===== config.mk =====
export PLATFORM = sky130hd
export DESIGN_NAME = banked_regfile
export DESIGN_NICKNAME = d
export VERILOG_FILES = /design/src/rtl/brf_pkg.sv /design/src/rtl/brf_bank_ctrl.sv /design/src/rtl/brf_addr_map.sv /design/src/rtl/brf_storage.sv /design/src/rtl/banked_regfile.sv
export SDC_FILE = /design/constraint.sdc
export NUM_CORES = 1
export LEC_CHECK = 0
export ABC_AREA = 1
export BUFFER_PORTS_ARGS = -buffer_cell sky130_fd_sc_hd__buf_2
export CORE_ASPECT_RATIO = 1.5
export CORE_MARGIN = 4
export CORE_UTILIZATION = 45
export DETAILED_ROUTE_END_ITERATION = 10
export SLEW_MARGIN = 20
export SYNTH_ARGS = -nofsm -noshare
export SYNTH_HDL_FRONTEND = slang
export SYNTH_SLANG_ARGS = --single-unit

===== constraint.sdc =====
create_clock -name clk -period 2.3 [get_ports clk]
set_input_delay 0.46 -clock clk [delete_from_list [all_inputs] [get_ports clk]]
set_output_delay 0.46 -clock clk [all_outputs]
set_load 0.02 [all_outputs]

===== src/rtl/brf_pkg.sv =====
package brf_pkg;

  typedef enum logic [2:0] {
    BRF_NOP      = 3'd0,
    BRF_EN_SET   = 3'd1,
    BRF_EN_CLR   = 3'd2,
    BRF_SEL_LOAD = 3'd3,
    BRF_STATE_LD = 3'd4,
    BRF_IRQ_ENT  = 3'd5
  } brf_op_e;

endpackage


===== src/rtl/brf_bank_ctrl.sv =====
module brf_bank_ctrl
  import brf_pkg::*;
#(
  parameter int BANK_W = 2
) (
  input  logic              clk,
  input  logic              rst_n,
  input  brf_op_e           op_i,
  input  logic [BANK_W-1:0] sel_in_i,
  input  logic [BANK_W:0]   state_in_i,
  input  logic              irq_en_i,
  output logic              en_o,
  output logic [BANK_W-1:0] sel_o,
  output logic [BANK_W:0]   state_o
);

  logic              en_q, en_nxt;
  logic [BANK_W-1:0] sel_q, sel_nxt;

  // named events for the checks below
  logic en_cmd_ev;
  logic sel_cmd_ev;

  assign en_cmd_ev  = (op_i == BRF_EN_SET) || (op_i == BRF_EN_CLR) ||
                      (op_i == BRF_STATE_LD) || (op_i == BRF_IRQ_ENT);
  assign sel_cmd_ev = (op_i == BRF_SEL_LOAD) || (op_i == BRF_STATE_LD);

  always_comb begin
    en_nxt  = en_q;
    sel_nxt = sel_q;
    case (op_i)
      BRF_EN_SET:   en_nxt = 1'b1;
      BRF_EN_CLR:   en_nxt = 1'b0;
      BRF_SEL_LOAD: sel_nxt = sel_in_i;
      BRF_STATE_LD: begin
        en_nxt  = state_in_i[BANK_W];
        sel_nxt = state_in_i[BANK_W-1:0];
      end
      BRF_IRQ_ENT:  en_nxt = irq_en_i;
      default: ;
    endcase
  end

  always_ff @(posedge clk or negedge rst_n) begin
    if (!rst_n) begin
      en_q  <= 1'b0;
      sel_q <= '0;
    end else begin
      en_q  <= en_nxt;
      sel_q <= sel_nxt;
    end
  end

  assign en_o    = en_q;
  assign sel_o   = sel_q;
  assign state_o = {en_q, sel_q};

  assert_en_hold_R4: assert property (@(posedge clk) disable iff (!rst_n)
    !en_cmd_ev |=> $stable(en_q));
  assert_sel_hold_R10: assert property (@(posedge clk) disable iff (!rst_n)
    !sel_cmd_ev |=> $stable(sel_q));
  assert_sel_load_R3: assert property (@(posedge clk) disable iff (!rst_n)
    (op_i == BRF_SEL_LOAD) |=> (sel_q == $past(sel_in_i)) && $stable(en_q));
  assert_en_set_R4: assert property (@(posedge clk) disable iff (!rst_n)
    (op_i == BRF_EN_SET) |=> en_q && $stable(sel_q));
  assert_en_clr_R4: assert property (@(posedge clk) disable iff (!rst_n)
    (op_i == BRF_EN_CLR) |=> !en_q && $stable(sel_q));
  assert_state_load_R5: assert property (@(posedge clk) disable iff (!rst_n)
    (op_i == BRF_STATE_LD) |=> (state_o == $past(state_in_i)));
  assert_irq_entry_R6: assert property (@(posedge clk) disable iff (!rst_n)
    (op_i == BRF_IRQ_ENT) |=> (en_q == $past(irq_en_i)) && $stable(sel_q));

endmodule


===== src/rtl/brf_addr_map.sv =====
module brf_addr_map #(
  parameter int REGS  = 8,
  parameter int BANKS = 4,
  localparam int REG_W  = $clog2(REGS),
  localparam int BANK_W = $clog2(BANKS),
  localparam int PAIR_W = REG_W - 1,
  localparam int PHYS_W = $clog2(REGS * BANKS)
) (
  input  logic              en_i,
  input  logic [BANK_W-1:0] sel_i,
  input  logic [REG_W-1:0]  rd_nib_idx_i,
  input  logic [PAIR_W-1:0] rd_pair_idx_i,
  input  logic [REG_W-1:0]  wr_idx_i,
  output logic [BANK_W-1:0] eff_bank_o,
  output logic [PHYS_W-1:0] rd_nib_phys_o,
  output logic [PHYS_W-1:0] rd_hi_phys_o,
  output logic [PHYS_W-1:0] rd_lo_phys_o,
  output logic [PHYS_W-1:0] wr_nib_phys_o,
  output logic [PHYS_W-1:0] wr_hi_phys_o,
  output logic [PHYS_W-1:0] wr_lo_phys_o
);

  function automatic logic [BANK_W-1:0] eff_bank_f(input logic en,
                                                   input logic [BANK_W-1:0] sel);
    return sel & {BANK_W{en}};
  endfunction

  function automatic logic [PHYS_W-1:0] phys_f(input logic [BANK_W-1:0] bank,
                                               input logic [REG_W-1:0] r);
    return PHYS_W'(bank) * PHYS_W'(REGS) + PHYS_W'(r);
  endfunction

  // upper half of a pair is the even-numbered register
  function automatic logic [REG_W-1:0] pair_reg_f(input logic [PAIR_W-1:0] p,
                                                  input logic lower);
    return {p, lower};
  endfunction

  logic [BANK_W-1:0] bank;
  logic [PAIR_W-1:0] wr_pair_idx;

  assign bank        = eff_bank_f(en_i, sel_i);
  assign wr_pair_idx = wr_idx_i[REG_W-1:1];
  assign eff_bank_o  = bank;

  assign rd_nib_phys_o = phys_f(bank, rd_nib_idx_i);
  assign rd_hi_phys_o  = phys_f(bank, pair_reg_f(rd_pair_idx_i, 1'b0));
  assign rd_lo_phys_o  = phys_f(bank, pair_reg_f(rd_pair_idx_i, 1'b1));
  assign wr_nib_phys_o = phys_f(bank, wr_idx_i);
  assign wr_hi_phys_o  = phys_f(bank, pair_reg_f(wr_pair_idx, 1'b0));
  assign wr_lo_phys_o  = phys_f(bank, pair_reg_f(wr_pair_idx, 1'b1));

endmodule


===== src/rtl/brf_storage.sv =====
module brf_storage #(
  parameter int NIB_W = 4,
  parameter int DEPTH = 32,
  localparam int PHYS_W = $clog2(DEPTH)
) (
  input  logic               clk,
  input  logic               rst_n,
  input  logic               wr_fire_i,
  input  logic               wr_pair_i,
  input  logic [PHYS_W-1:0]  wr_nib_phys_i,
  input  logic [PHYS_W-1:0]  wr_hi_phys_i,
  input  logic [PHYS_W-1:0]  wr_lo_phys_i,
  input  logic [2*NIB_W-1:0] wr_data_i,
  input  logic [PHYS_W-1:0]  rd_nib_phys_i,
  input  logic [PHYS_W-1:0]  rd_hi_phys_i,
  input  logic [PHYS_W-1:0]  rd_lo_phys_i,
  output logic [NIB_W-1:0]   rd_nib_o,
  output logic [2*NIB_W-1:0] rd_pair_o
);

  logic [NIB_W-1:0] mem [DEPTH];
  logic [DEPTH-1:0] hit_upper;
  logic [DEPTH-1:0] hit_lower;

  // per-entry write selects
  for (genvar e = 0; e < DEPTH; e++) begin : g_hit
    assign hit_upper[e] = wr_fire_i && wr_pair_i && (wr_hi_phys_i == PHYS_W'(e));
    assign hit_lower[e] = wr_fire_i &&
                          (wr_pair_i ? (wr_lo_phys_i  == PHYS_W'(e))
                                     : (wr_nib_phys_i == PHYS_W'(e)));
  end

  always_ff @(posedge clk or negedge rst_n) begin
    if (!rst_n) begin
      for (int e = 0; e < DEPTH; e++) mem[e] <= '0;
    end else begin
      for (int e = 0; e < DEPTH; e++) begin
        if (hit_upper[e])      mem[e] <= wr_data_i[2*NIB_W-1:NIB_W];
        else if (hit_lower[e]) mem[e] <= wr_data_i[NIB_W-1:0];
      end
    end
  end

  assign rd_nib_o  = mem[rd_nib_phys_i];
  assign rd_pair_o = {mem[rd_hi_phys_i], mem[rd_lo_phys_i]};

  assert_one_upper_R8: assert property (@(posedge clk) disable iff (!rst_n)
    $onehot0(hit_upper));
  assert_pair_halves_R8: assert property (@(posedge clk) disable iff (!rst_n)
    (wr_fire_i && wr_pair_i) |-> ($countones(hit_upper | hit_lower) == 2));
  assert_nib_write_R7: assert property (@(posedge clk) disable iff (!rst_n)
    (wr_fire_i && !wr_pair_i) |=>
      (mem[$past(wr_nib_phys_i)] == $past(wr_data_i[NIB_W-1:0])));
  assert_pair_write_R8: assert property (@(posedge clk) disable iff (!rst_n)
    (wr_fire_i && wr_pair_i) |=>
      ({mem[$past(wr_hi_phys_i)], mem[$past(wr_lo_phys_i)]} == $past(wr_data_i)));
  assert_no_write_R11: assert property (@(posedge clk) disable iff (!rst_n)
    !wr_fire_i |-> ((hit_upper | hit_lower) == '0));

endmodule


===== src/rtl/banked_regfile.sv =====
module banked_regfile
  import brf_pkg::*;
#(
  parameter int NIB_W = 4,
  parameter int REGS  = 8,
  parameter int BANKS = 4,
  localparam int REG_W   = $clog2(REGS),
  localparam int BANK_W  = $clog2(BANKS),
  localparam int PAIR_W  = REG_W - 1,
  localparam int STATE_W = BANK_W + 1
) (
  input  logic               clk,
  input  logic               rst_n,
  input  logic [2:0]         ctl_op,
  input  logic [BANK_W-1:0]  bank_sel_in,
  input  logic [STATE_W-1:0] state_in,
  input  logic               irq_en_in,
  output logic [STATE_W-1:0] state_out,
  output logic [BANK_W-1:0]  eff_bank_out,
  input  logic               wr_en,
  input  logic               wr_pair,
  input  logic [REG_W-1:0]   wr_idx,
  input  logic [2*NIB_W-1:0] wr_data,
  input  logic [REG_W-1:0]   rd_nib_idx,
  output logic [NIB_W-1:0]   rd_nib_data,
  input  logic [PAIR_W-1:0]  rd_pair_idx,
  output logic [2*NIB_W-1:0] rd_pair_data
);

  localparam int DEPTH  = REGS * BANKS;
  localparam int PHYS_W = $clog2(DEPTH);

  brf_op_e           op;
  logic              bank_en;
  logic [BANK_W-1:0] bank_sel;
  logic [BANK_W-1:0] eff_bank;
  logic              wr_fire_ev;
  logic [PHYS_W-1:0] rd_nib_phys, rd_hi_phys, rd_lo_phys;
  logic [PHYS_W-1:0] wr_nib_phys, wr_hi_phys, wr_lo_phys;

  assign op         = brf_op_e'(ctl_op);
  assign wr_fire_ev = wr_en;

  brf_bank_ctrl #(.BANK_W(BANK_W)) u_ctrl (
    .clk        (clk),
    .rst_n      (rst_n),
    .op_i       (op),
    .sel_in_i   (bank_sel_in),
    .state_in_i (state_in),
    .irq_en_i   (irq_en_in),
    .en_o       (bank_en),
    .sel_o      (bank_sel),
    .state_o    (state_out)
  );

  brf_addr_map #(.REGS(REGS), .BANKS(BANKS)) u_map (
    .en_i          (bank_en),
    .sel_i         (bank_sel),
    .rd_nib_idx_i  (rd_nib_idx),
    .rd_pair_idx_i (rd_pair_idx),
    .wr_idx_i      (wr_idx),
    .eff_bank_o    (eff_bank),
    .rd_nib_phys_o (rd_nib_phys),
    .rd_hi_phys_o  (rd_hi_phys),
    .rd_lo_phys_o  (rd_lo_phys),
    .wr_nib_phys_o (wr_nib_phys),
    .wr_hi_phys_o  (wr_hi_phys),
    .wr_lo_phys_o  (wr_lo_phys)
  );

  brf_storage #(.NIB_W(NIB_W), .DEPTH(DEPTH)) u_store (
    .clk           (clk),
    .rst_n         (rst_n),
    .wr_fire_i     (wr_fire_ev),
    .wr_pair_i     (wr_pair),
    .wr_nib_phys_i (wr_nib_phys),
    .wr_hi_phys_i  (wr_hi_phys),
    .wr_lo_phys_i  (wr_lo_phys),
    .wr_data_i     (wr_data),
    .rd_nib_phys_i (rd_nib_phys),
    .rd_hi_phys_i  (rd_hi_phys),
    .rd_lo_phys_i  (rd_lo_phys),
    .rd_nib_o      (rd_nib_data),
    .rd_pair_o     (rd_pair_data)
  );

  assign eff_bank_out = eff_bank;

  assert_bank0_when_off_R2: assert property (@(posedge clk) disable iff (!rst_n)
    !state_out[STATE_W-1] |-> (eff_bank_out == '0));
  assert_bank_is_sel_when_on_R2: assert property (@(posedge clk) disable iff (!rst_n)
    state_out[STATE_W-1] |-> (eff_bank_out == state_out[BANK_W-1:0]));
  assert_ports_agree_R8: assert property (@(posedge clk) disable iff (!rst_n)
    (rd_nib_idx == {rd_pair_idx, 1'b0}) |-> (rd_pair_data[2*NIB_W-1:NIB_W] == rd_nib_data));

endmodule


==> reports/summary.md, run 1 <==
The maximum frequency from static timing analysis was 0.443 GHz. The number of global-route vias before repair is 8418, and the count of warnings emitted by yosys is 0. The worst setup path is launched from a flip-flop. The delay of the slowest cell on the worst path is 0.47 ns, and the placer congestion estimate is 0.964. The number of nets produced by synthesis was 1320; the clock buffer count from CTS was 17.

The number of antenna violations at the first check in global routing came out at 0. Once placement finished, the instance area stood at 9190 um^2. The logs give 0.0402 ns for the worst setup margin and 0 for the max-cap violation count. The netlist area before placement is 8520 um^2, and the number of nets still failing antenna checks after routing is 0. The share of layout cells above drive strength 1 is 0.138. The post-route clock skew is 0.0111 ns. The largest voltage drop on the vdd net came out at 0.000471 V. The total design power is 10.4 mW. Using the TritonRoute via totals, the vias-per-cell ratio works out to 5.49.

In the synthesized netlist, the number of instances is 1291. In the final routed layout, each cell accounts on average for 19.3 um. The tools report the cell at the root of the clock tree as sky130_fd_sc_hd__clkbuf_16.

The run finished with clean final reports. At the later pin of the worst-skew pair, clock insertion delay measures 0.43 ns. Among all flip-flop cells after synthesis, the most frequent one is sky130_fd_sc_hd__dfrtp_1. The final period utilization was 0.983; the HPWL reported at the end of detailed placement was 22900 um. The clock net in this run drives a total of 131 sinks.

The final route contains 8843 vias. The count of cells in the finished layout, fillers not included, comes to 1611. Including well taps, the total number of placed cells is 1563. The number of max-slew violations in the final report was 0. The height of the chip came out at 176 um.

Measured along the x axis, the die boundary spans 120 um. 46 I/O pins were placed. The tools report the setup slack at placement as 0.112 ns. For this block, the initial DRC count from the detailed router was 789. The total congestion overflow after global routing was 0.

Data arrives at the worst endpoint at 1.80 ns. Of all nets on the critical path, the largest fanout is 7. The actual transition at the worst max-transition pin is 0.566 ns. The library cell used most frequently in the layout, excluding fill and tap cells, is sky130_fd_sc_hd__nand2_1. The die area was 21200 um^2; the worst path required time was 1.84 ns. The clock-pin slew of the registers on the worst-case setup and hold paths works out to 0.06 ns.

The library cells used most frequently in the layout, excluding fill and tap cells, are sky130_fd_sc_hd__nand2_1, sky130_fd_sc_hd__inv_1, sky130_fd_sc_hd__o21ai_0. Subtracting the final worst setup slack from the clock period gives 2.26 ns. The initial standard-cell utilization of the core was 0.459. TritonCTS built the clock tree. In this run the worst hold path is classified as in2async.

The share of synthesized flip-flops with an asynchronous set or reset was 1.00. The critical path goes through nand2_4 > nor2_4 > buf_12 > buf_4 > nand2_1 > nand4_1 > buf_6. The DRC violation count after routing is 0, and the final instance area is 10100 um^2. The leakage power is 4.83 nW. Setup violations remaining at the end of the flow were counted as 0.

The total of flip-flops plus latches after synthesis was 131; the proportion of synthesized chip area in sequential cells was 0.385. For the maximum number of buffers from clock root to sink, the log shows 2. The tools report the worst hold slack as 0.00133 ns. After floorplanning, the core was divided into 61 placement rows. The total length of routed wires is 31200 um, and the placeable core area is 18500 um^2.

The first element of the critical path was u_ctrl.en_o$_DFFE_PN0P_. Setup repair after global routing could not meet its margin everywhere. Entering global routing, the biggest net connects 76 pins. The net count of the finished layout was 1375. A synthesized cell averages 6.60 um^2.

The tools report the headroom to the max-slew limit as 0.623. The H-tree was split into 4 levels. STA classifies the critical path endpoint as an output port. 0 antenna diodes ended up in the layout.

In this run the critical register-to-register path is launched from u_ctrl.en_o$_DFFE_PN0P_. Wire length of the first global-routing pass: 47900 um. The worst setup path is of the reg2out kind. For this design the ratio of total power to cell area is 1030 nW/um^2. On the critical path, the stage with the largest delay is an instance of sky130_fd_sc_hd__dfrtp_2.

The pre-antenna-repair detailed-routing pass consisted of 6 iterations. Final-report hold violation count: 0. The tools report the aggregate global-route resource usage as 0.298.

In this run, synthesis inferred 0 flip-flops with an integrated enable. Input and output buffers added on the ports amount to 45. Counting distinct cell types in the post-synthesis netlist gives 29.

The area growth from synthesis to layout is 18.3%.
[synthesized netlist by cell type (8+ instances only)]
master	instances	share of area
sky130_fd_sc_hd__nand2_1	400	0.18
sky130_fd_sc_hd__inv_1	157	0.069
sky130_fd_sc_hd__o21ai_0	151	0.089
sky130_fd_sc_hd__dfrtp_1	131	0.38
sky130_fd_sc_hd__nand3_1	129	0.076
sky130_fd_sc_hd__nor2_1	80	0.035
sky130_fd_sc_hd__a21oi_1	58	0.034
sky130_fd_sc_hd__clkbuf_1	43	0.019
sky130_fd_sc_hd__o211ai_1	39	0.034
sky130_fd_sc_hd__inv_2	14	0.0062
sky130_fd_sc_hd__o221ai_1	14	0.014
sky130_fd_sc_hd__nand2_2	13	0.0095
sky130_fd_sc_hd__buf_2	11	0.0065
sky130_fd_sc_hd__nand4_1	8	0.0059
[final cells by class]
class,instances,area [um^2]
fillers,1897,8470
multi-input cells,921,4350
flip-flops and latches,131,3280
repair buffers,99,803
inverters,175,659
clock buffers,19,433
well taps,252,315
clock inverters,13,233
repair inverters,1,7.51
[logic make-up after synthesis]
kind of cell    after synthesis  share of synthesized area
compound gates              274                      0.182
buf+inv                     239                      0.110
flops                       131                      0.385
simple gates                647                      0.324
[flip-flops by register name, summed over array words and instances, names as in the netlist]
register / flops
u_ctrl.sel_o: 2
u_store.mem: 128
u_ctrl.en_o: 1
[worst paths after layout]
path / endpoint / slack, ns / depth (start not counted)
max: rd_pair_data[1] / 0.04 / 7
min: u_store.mem[48]$_DFFE_PN0P_ / 0.001 / 1
max reg2reg: u_store.mem[49]$_DFFE_PN0P_ / 0.45 / 7
min reg2reg: u_store.mem[76]$_DFFE_PN0P_ / 0.51 / 2
max in group asynchronous: u_ctrl.sel_o[1]$_DFFE_PN0P_ / 1.62 / 2
min in group clk: u_ctrl.sel_o[1]$_DFFE_PN0P_ / 0.27 / 3
[worst max-delay path: cells and delay by family, from the launching register on]
kind | cells | cell delay, ns
flip-flops | 1 | 0.47
AND/OR/NAND/NOR | 4 | 0.44
buffers and inverters | 3 | 0.44
[metrics by stage]
stage | utilization | TNS [ns]
after floorplan | - | 0
after global placement | 0.496 | 0
after detailed placement | 0.496 | 0
after CTS | 0.538 | 0
after global routing | 0.543 | -0.0495
final | 0.543 | 0
[layer usage]
layer	share of wire	wire, um	GRT usage	up-vias
met3	0.057	1780	0.0429	107
met2	0.47	14600	0.486	371
met1	0.41	12900	0.377	4083
met4	0.062	1930	0.172	0
li1	-	-	-	4282
met5	0	0	0	-
[power by group]
| part | switching, mW | total [mW] | internal (mW) |
|---|---|---|---|
| Sequential | 0.628 | 3.89 | 3.27 |
| Combinational | 2.18 | 3.37 | 1.19 |
| Clock | 1.09 | 3.12 | 2.03 |
| Total | 3.89 | 10.4 | 6.49 |
[timing repair]
action,in CTS,in global routing
pin swaps,2,4
setup endpoints to repair,12,11
hold buffers,0,0
setup buffers,6,8
resized for setup,12,13
cloned,1,1
Power figures use the tool's default switching activity.
==> run 2: changes to the inputs <==
--- a/config.mk
+++ b/config.mk
@@ -11,6 +11,7 @@
 export CORE_MARGIN = 4
 export CORE_UTILIZATION = 45
 export DETAILED_ROUTE_END_ITERATION = 10
+export SETUP_SLACK_MARGIN = 0.1
 export SLEW_MARGIN = 20
 export SYNTH_ARGS = -nofsm -noshare
 export SYNTH_HDL_FRONTEND = slang
==> reports/summary.md, run 2 (synthesis gave the netlist of run 1 again) <==
For the die area, the log shows 21200 um^2 (unchanged). The delay of the slowest cell on the worst path was 0.45 ns (-0.02 ns); the net count of the finished layout was 1385 (+0.73%). More flip-flops sit in one register than any other, and that register is u_store.mem. The count of cell instances traversed by the critical path was 7 (unchanged); the number of nets still failing antenna checks after routing was 0 (unchanged). The largest individual stage delay along the critical path comes from the cell sky130_fd_sc_hd__dfrtp_2.

The kind of start point of the critical path was a flip-flop. The final critical path time including I/O delays and setup came out at 2.22 ns (-0.0431 ns). The run gives 0.299 (+0.000473) as the aggregate global-route resource usage. The kind of cell adding the most delay to the critical path was buffers and inverters. The diode insertion count for antenna repair is 0 (unchanged). The internal reg-to-reg setup slack is 0.37 ns (-0.08 ns). STA classifies the critical path endpoint as an output port.

The worst register-to-register path ends at u_store.mem[49]$_DFFE_PN0P_. The run finished with clean final reports. The internal power is 6.60 mW (+1.8%), and the total length of routed wires is 31700 um (+1.6%).

The filler-free cell count of the finished design is 1621 (+0.62%). The count of port buffers added during placement works out to 45 (unchanged). The proportion of power drawn by flip-flops and latches was 0.368 (-0.007); the fraction of power spent switching nets was 0.374 (-0.000594). The critical path capture point was rd_pair_data[4].

For the leakage power, the log shows 4.92 nW (+1.8%). The cell at the root of the clock tree is sky130_fd_sc_hd__clkbuf_16. The initial standard-cell utilization of the core is 0.459 (unchanged), and the actual transition at the worst max-transition pin is 0.560 ns (-0.00643 ns). The beginning of the worst register-to-register path was u_ctrl.en_o$_DFFE_PN0P_. The height of the chip came out at 176 um (unchanged). The worst setup path category was reg2out. Setup repair after global routing could not meet its margin everywhere. The share of total power in the clock network is 0.296 (-0.004), and the number of max-slew violations in the final report is 0 (unchanged). The site row count was 61 (unchanged). For the headroom to the max-slew limit, the log shows 0.627 (+0.00428). Maximum number of buffers from clock root to sink: 2 (unchanged).

The most common cell after layout, fill and taps aside is sky130_fd_sc_hd__nand2_1. The tools report the wire length of the first global-routing pass as 48000 um (+0.25%). The total congestion overflow after global routing came out at 0 (unchanged). First element of the critical path: u_ctrl.en_o$_DFFE_PN0P_. The via count normalized by instance count works out to 5.55 (+1.1%).

The logs give 0.964 (unchanged) for the placer congestion estimate and 0.00757 ns (-0.00356 ns) for the post-route clock skew. The post-placement cell count came out at 1563 (unchanged). The final total negative setup slack is 0 ns (unchanged), and the power density over cell area is 1030 nW/um^2 (-0.32%).

The die span in x is 120 um (unchanged), and the buffer and inverter count on the worst path is 3 (unchanged). The number of antenna violations at the first check in global routing was 0 (unchanged); the DRC violation count after routing was 0 (unchanged). The type of the most critical hold path was in2async. The logs give 18500 um^2 (unchanged) for the placeable core area and 1.84 ns (about the same) for the worst path required time. The logs give 1888 (-0.47%) for the number of fill cells and 0 (unchanged) for the final-report hold violation count.

The run gives 3.95 mW (+1.5%) as the power dissipated by switching net loads. The final routed wire length divided by cell count was 19.5 um (+0.97%). The largest voltage drop on the vdd net is 0.000479 V (+1.7%), and the maximum fanout count along the critical path is 7 (unchanged). The flip-flop count of the largest register, all copies and words added is 128 (unchanged).

The logs give 0.554 (+0.0109) for the utilization after layout and 0.451 GHz (+1.9%) for the maximum frequency from static timing analysis. The number of I/O pins is 46 (unchanged), and the max-cap violation count is 0 (unchanged). The latest clock arrival within the worst-skew pair is 0.43 ns (about the same), and the largest net degree at the start of global routing is 76 (unchanged). The clock-pin slew of the registers on the worst-case setup and hold paths is 0.06 ns (about the same).

The worst reg2reg path depth works out to 8 (+1). Final period utilization: 0.964 (-0.0188). TritonCTS built the clock tree. In the layout the commonest cells are sky130_fd_sc_hd__nand2_1, sky130_fd_sc_hd__inv_1, sky130_fd_sc_hd__o21ai_0. The number of global-route vias before repair is 8468 (+0.59%). The setup-violating endpoint count in the final report is 0 (unchanged). The critical path goes through nand2_4 > nor2_4 > buf_12 > buf_8 > nand2_1 > nand4_1 > buf_4.

The run gives 22900 um (unchanged) as the HPWL reported at the end of detailed placement. The via count of the routed design came out at 8995 (+1.7%). For the number of hold-repair buffers added at the cts stage, the log shows 0 (unchanged). For the clock buffer count from CTS, the log shows 17 (unchanged).

The combinational cell fraction of total power is 0.336 (+0.012), and the share of layout cells above drive strength 1 is 0.157 (+0.0194). The deepest level of the CTS H-tree was 4 (unchanged). The number of detailed-route iterations in the first pass is 6 (unchanged), and the arrival time reported for the critical path endpoint is 1.76 ns (-0.04 ns). The number of clock sinks is 131 (unchanged), and the layout overhead on the synthesized area is 20.7%. DRC violation total after the first TritonRoute iteration: 756 (-4.2%).
[run 2: cell count changes in the layout (fill, tap and decap cells not counted), sizes merged]
cell | previous run | this run
clkinv | 10 | 9
buf | 98 | 108
inv | 171 | 172
[run 2: what timing repair did]
action                                  4_1_cts  5_1_grt
resized for setup                            15       49
gates cloned                                  1        2
endpoints found under the setup margin       12       12
pin swaps                                     5        6
setup buffers                                13       10
[run 2: per-stage QoR]
step                power [mW]  cell area (um^2)  hold WS (ns)  setup slack, ns
global route              11.2             10300        0.0380           0.0387
global placement          7.01              9190         0.464           0.0969
CTS                       10.3             10000        0.0131           0.0810
detailed placement        7.07              9190         0.467            0.112
floorplan                 5.82              8520         0.164            0.319
finish                    10.6             10300       0.00249           0.0833
[run 2: layer usage]
layer,up-vias,global-route usage,routed length [um]
met3,117,0.0429,2000
li1,4308,-,-
met4,0,0.178,2110
met2,430,0.484,14800
met1,4140,0.378,12700
met5,-,0,0
[run 2: power by group through the flow]
stage | clock [mW] | combinational (mW) | sequential [mW]
2_1_floorplan | 0 | 2.18 | 3.64
3_3_place_gp | 0 | 3.14 | 3.87
3_5_place_dp | 0 | 3.18 | 3.89
4_1_cts | 3.14 | 3.31 | 3.86
5_1_grt | 3.25 | 3.98 | 3.97
6_report | 3.12 | 3.55 | 3.89
[run 2: area by class of cell]
class	count	area (um^2)	area share
multi-input cells	921	4390	0.427
flip-flops and latches	131	3280	0.319
clock inverters	13	233	0.0226
repair buffers	109	960	0.0934
inverters	175	659	0.0641
clock buffers	19	433	0.0421
well taps	252	315	0.0307
repair inverters	1	7.51	0.000730
[run 2: how the worst min path moves through the flow]
| stage | start | to | slack, ns | cells past startpoint |
|---|---|---|---|---|
| 4_1_cts | rst_n | u_store.mem[50]$_DFFE_PN0P_ | 0.01 | 1 |
| 5_1_grt | rst_n | u_store.mem[50]$_DFFE_PN0P_ | 0.04 | 1 |
| 3_3_place_gp | rst_n | u_store.mem[50]$_DFFE_PN0P_ | 0.46 | 1 |
| 3_5_place_dp | rst_n | u_store.mem[48]$_DFFE_PN0P_ | 0.47 | 1 |
| 6_report | rst_n | u_store.mem[48]$_DFFE_PN0P_ | 0.002 | 1 |
| 2_1_floorplan | rst_n | u_ctrl.en_o$_DFFE_PN0P_ | 0.16 | 0 |
==> run 3: changes to the inputs <==
--- a/config.mk
+++ b/config.mk
@@ -11,6 +11,7 @@
 export CORE_MARGIN = 4
 export CORE_UTILIZATION = 45
 export DETAILED_ROUTE_END_ITERATION = 10
+export MAX_ROUTING_LAYER = met4
 export SETUP_SLACK_MARGIN = 0.1
 export SLEW_MARGIN = 20
 export SYNTH_ARGS = -nofsm -noshare
==> reports/summary.md, run 3 (synthesis gave the netlist of run 1 again) <==
The height of the chip works out to 176 um (unchanged). The number of fill cells came out at 1886 (-0.11%). The run finished with clean final reports. The setup-violating endpoint count in the final report was 0 (unchanged). The internal reg-to-reg setup slack was 0.47 ns (+0.10 ns); the largest voltage drop on the vdd net was 0.000464 V (-3.0%). Layout overhead on the synthesized area: 20.8% (about the same). Flip-flop count of the largest register, all copies and words added: 128 (unchanged).

For the post-placement cell count, the log shows 1565 (+0.13%). The initial standard-cell utilization of the core was 0.459 (unchanged). The type of the most critical hold path is in2reg. The site row count is 61 (unchanged). The tools report the cell at the root of the clock tree as sky130_fd_sc_hd__clkbuf_16.

The logs give 0 (unchanged) for the DRC violation count after routing and 8638 (+2.0%) for the number of global-route vias before repair. The tools report the total length of routed wires as 31200 um (-1.5%). HPWL reported at the end of detailed placement: 22700 um (-0.88%). The run gives 48200 um (+0.43%) as the wire length of the first global-routing pass.

The clock buffer count from CTS is 17 (unchanged), and the power density over cell area is 1020 nW/um^2 (-0.46%). The worst hold path stage count came out at 3. The library cell used most frequently in the layout, excluding fill and tap cells, is sky130_fd_sc_hd__nand2_1. The headroom to the max-slew limit was 0.637 (+0.0105). For the number of antenna violations at the first check in global routing, the log shows 0 (unchanged). Worst reg2reg path depth: 9 (+1).

The share of layout cells above drive strength 1 is 0.150 (-0.00709). The final total negative setup slack is 0 ns (unchanged), and the number of I/O pins is 46 (unchanged). The delay of the slowest cell on the worst path is 0.46 ns (about the same), and the largest net degree at the start of global routing is 76 (unchanged). Placeable core area: 18500 um^2 (unchanged). Diode insertion count for antenna repair: 0 (unchanged). The critical-path cell with the highest stage delay was sky130_fd_sc_hd__dfrtp_2.

For the via count of the routed design, the log shows 8948 (-0.52%). Net count of the finished layout: 1384 (-0.072%). The actual transition at the worst max-transition pin was 0.543 ns (-0.0164 ns); the final-report hold violation count was 0 (unchanged). The max-cap violation count is 0 (unchanged), and the final critical path time including I/O delays and setup is 2.23 ns (+0.0127 ns). The worst hold slack was 0.262 ns (+0.259 ns). The die span in x is 120 um (unchanged), and the final instance area is 10300 um^2 (about the same). The critical path goes through nand2_4 > nor2_2 > buf_6 > buf_4 > nand2_1 > nand4_1 > buf_6. The worst setup path is launched from a flip-flop. The via count normalized by instance count was 5.53 (-0.40%).

The total congestion overflow after global routing came out at 0 (unchanged). For the number of max-slew violations in the final report, the log shows 0 (unchanged). The count of port buffers added during placement works out to 45 (unchanged). The area after detailed placement is 9220 um^2 (+0.30%).

The launch instance of the worst min-delay path was state_in[1]. The run gives 131 (unchanged) as the number of clock sinks. The worst setup path is of the reg2out kind. The tools report the hold-critical path endpoint as u_ctrl.sel_o[1]$_DFFE_PN0P_. The run gives 0.449 GHz (-0.57%) as the maximum frequency from static timing analysis.

The final routed wire length divided by cell count was 19.3 um (-1.4%); the number of nets still failing antenna checks after routing was 0 (unchanged). The final period utilization was 0.969 (+0.00553); the maximum fanout count along the critical path was 10 (+3). In the layout the commonest cells are sky130_fd_sc_hd__nand2_1, sky130_fd_sc_hd__inv_1, sky130_fd_sc_hd__o21ai_0. The worst setup path is captured at an output port. For the die area, the log shows 21200 um^2 (unchanged).

Arrival time reported for the critical path endpoint: 1.77 ns (about the same). The register with the most flip-flops in the final layout is u_store.mem. The total design power is 10.5 mW (-0.40%), and the maximum number of buffers from clock root to sink is 2 (unchanged).

The tools report the leakage power as 4.91 nW (about the same). The DRC violation total after the first TritonRoute iteration was 845 (+12%); the worst path required time was 1.84 ns (about the same). Filler-free cell count of the finished design: 1619 (-0.12%). TritonCTS built the clock tree. The worst register-to-register path begins at u_ctrl.en_o$_DFFE_PN0P_.

The tools report the deepest level of the CTS H-tree as 4 (unchanged). The cell with the most instances on the worst path was sky130_fd_sc_hd__buf_6. Setup repair after global routing could not meet its margin everywhere. The latest clock arrival within the worst-skew pair is 0.44 ns (about the same). Post-route clock skew: 0.0104 ns (+0.00285 ns). The tools report the terminus of the critical flop-to-flop path as u_store.mem[92]$_DFFE_PN0P_.

The placer congestion estimate came out at 1.01 (+4.8%). The clock-pin slew of the registers on the worst-case setup and hold paths is 0.06 ns (about the same), and the aggregate global-route resource usage is 0.308 (+0.00984). The run gives 5 (-1) as the number of detailed-route iterations in the first pass.
[run 3: cell count changes in the layout (fill, tap and decap cells not counted), sizes merged]
cell	previous run	this run
dlygate4sd3	0	1
nor2	90	91
clkbuf	20	22
buf	108	104
clkinv	9	7
[run 3: final cells by class]
type,count,area [um^2],share of cell area
multi-input combinational,922,4370,0.425
sequential,131,3280,0.319
timing repair buffer,108,983,0.0956
inverter,175,659,0.0641
clock buffer,19,443,0.0431
tap,252,315,0.0307
clock inverter,12,230,0.0224
[run 3: worst max path at each step]
stage / from / endpoint / slack (ns) / cells past startpoint
floorplan: u_ctrl.sel_o[0]$_DFFE_PN0P_ / rd_nib_data[0] / 0.32 / 8
global placement: rd_pair_idx[0] / rd_pair_data[0] / 0.12 / 10
detailed placement: rd_pair_idx[0] / rd_pair_data[0] / 0.11 / 10
CTS: u_ctrl.en_o$_DFFE_PN0P_ / rd_pair_data[6] / 0.07 / 7
global route: u_ctrl.en_o$_DFFE_PN0P_ / rd_pair_data[7] / 0.02 / 7
finish: u_ctrl.en_o$_DFFE_PN0P_ / rd_pair_data[7] / 0.07 / 7
[run 3: metal layers]
| metal | track usage | vias up | share of wire |
|---|---|---|---|
| met5 | - | - | 0 |
| met4 | 0.175 | 0 | 0.069 |
| met3 | 0.0436 | 116 | 0.060 |
| met2 | 0.493 | 404 | 0.47 |
| met1 | 0.375 | 4123 | 0.40 |
| li1 | - | 4305 | - |
[run 3: metrics by stage]
step	setup WS (ns)	utilization
final	0.0706	0.555
after global routing	0.0207	0.555
after CTS	0.0713	0.548
after detailed placement	0.106	0.497
after global placement	0.123	0.497
after floorplan	0.319	-
[run 3: repair_timing]
| action | 4_1_cts | 5_1_grt |
|---|---|---|
| buffers inserted | 15 | 4 |
| pin swaps | 8 | 9 |
| resized for setup | 35 | 15 |
| endpoints found under the hold margin | 22 | 0 |
| hold buffers | 1 | 0 |
| gates cloned | 1 | 2 |
| endpoints found under the setup margin | 12 | 12 |
[run 3: worst max-delay path, delay by kind of cell, from the launching register on]
family        cells  cell delay [ns]
simple gates      4             0.41
buf+inv           3             0.47
flops             1             0.46
[run 3: where the power goes]
group / internal (mW) / leakage, nW / switching (mW)
Clock: 2.06 / 0.319 / 1.07
Combinational: 1.29 / 3.02 / 2.21
Sequential: 3.27 / 1.58 / 0.618
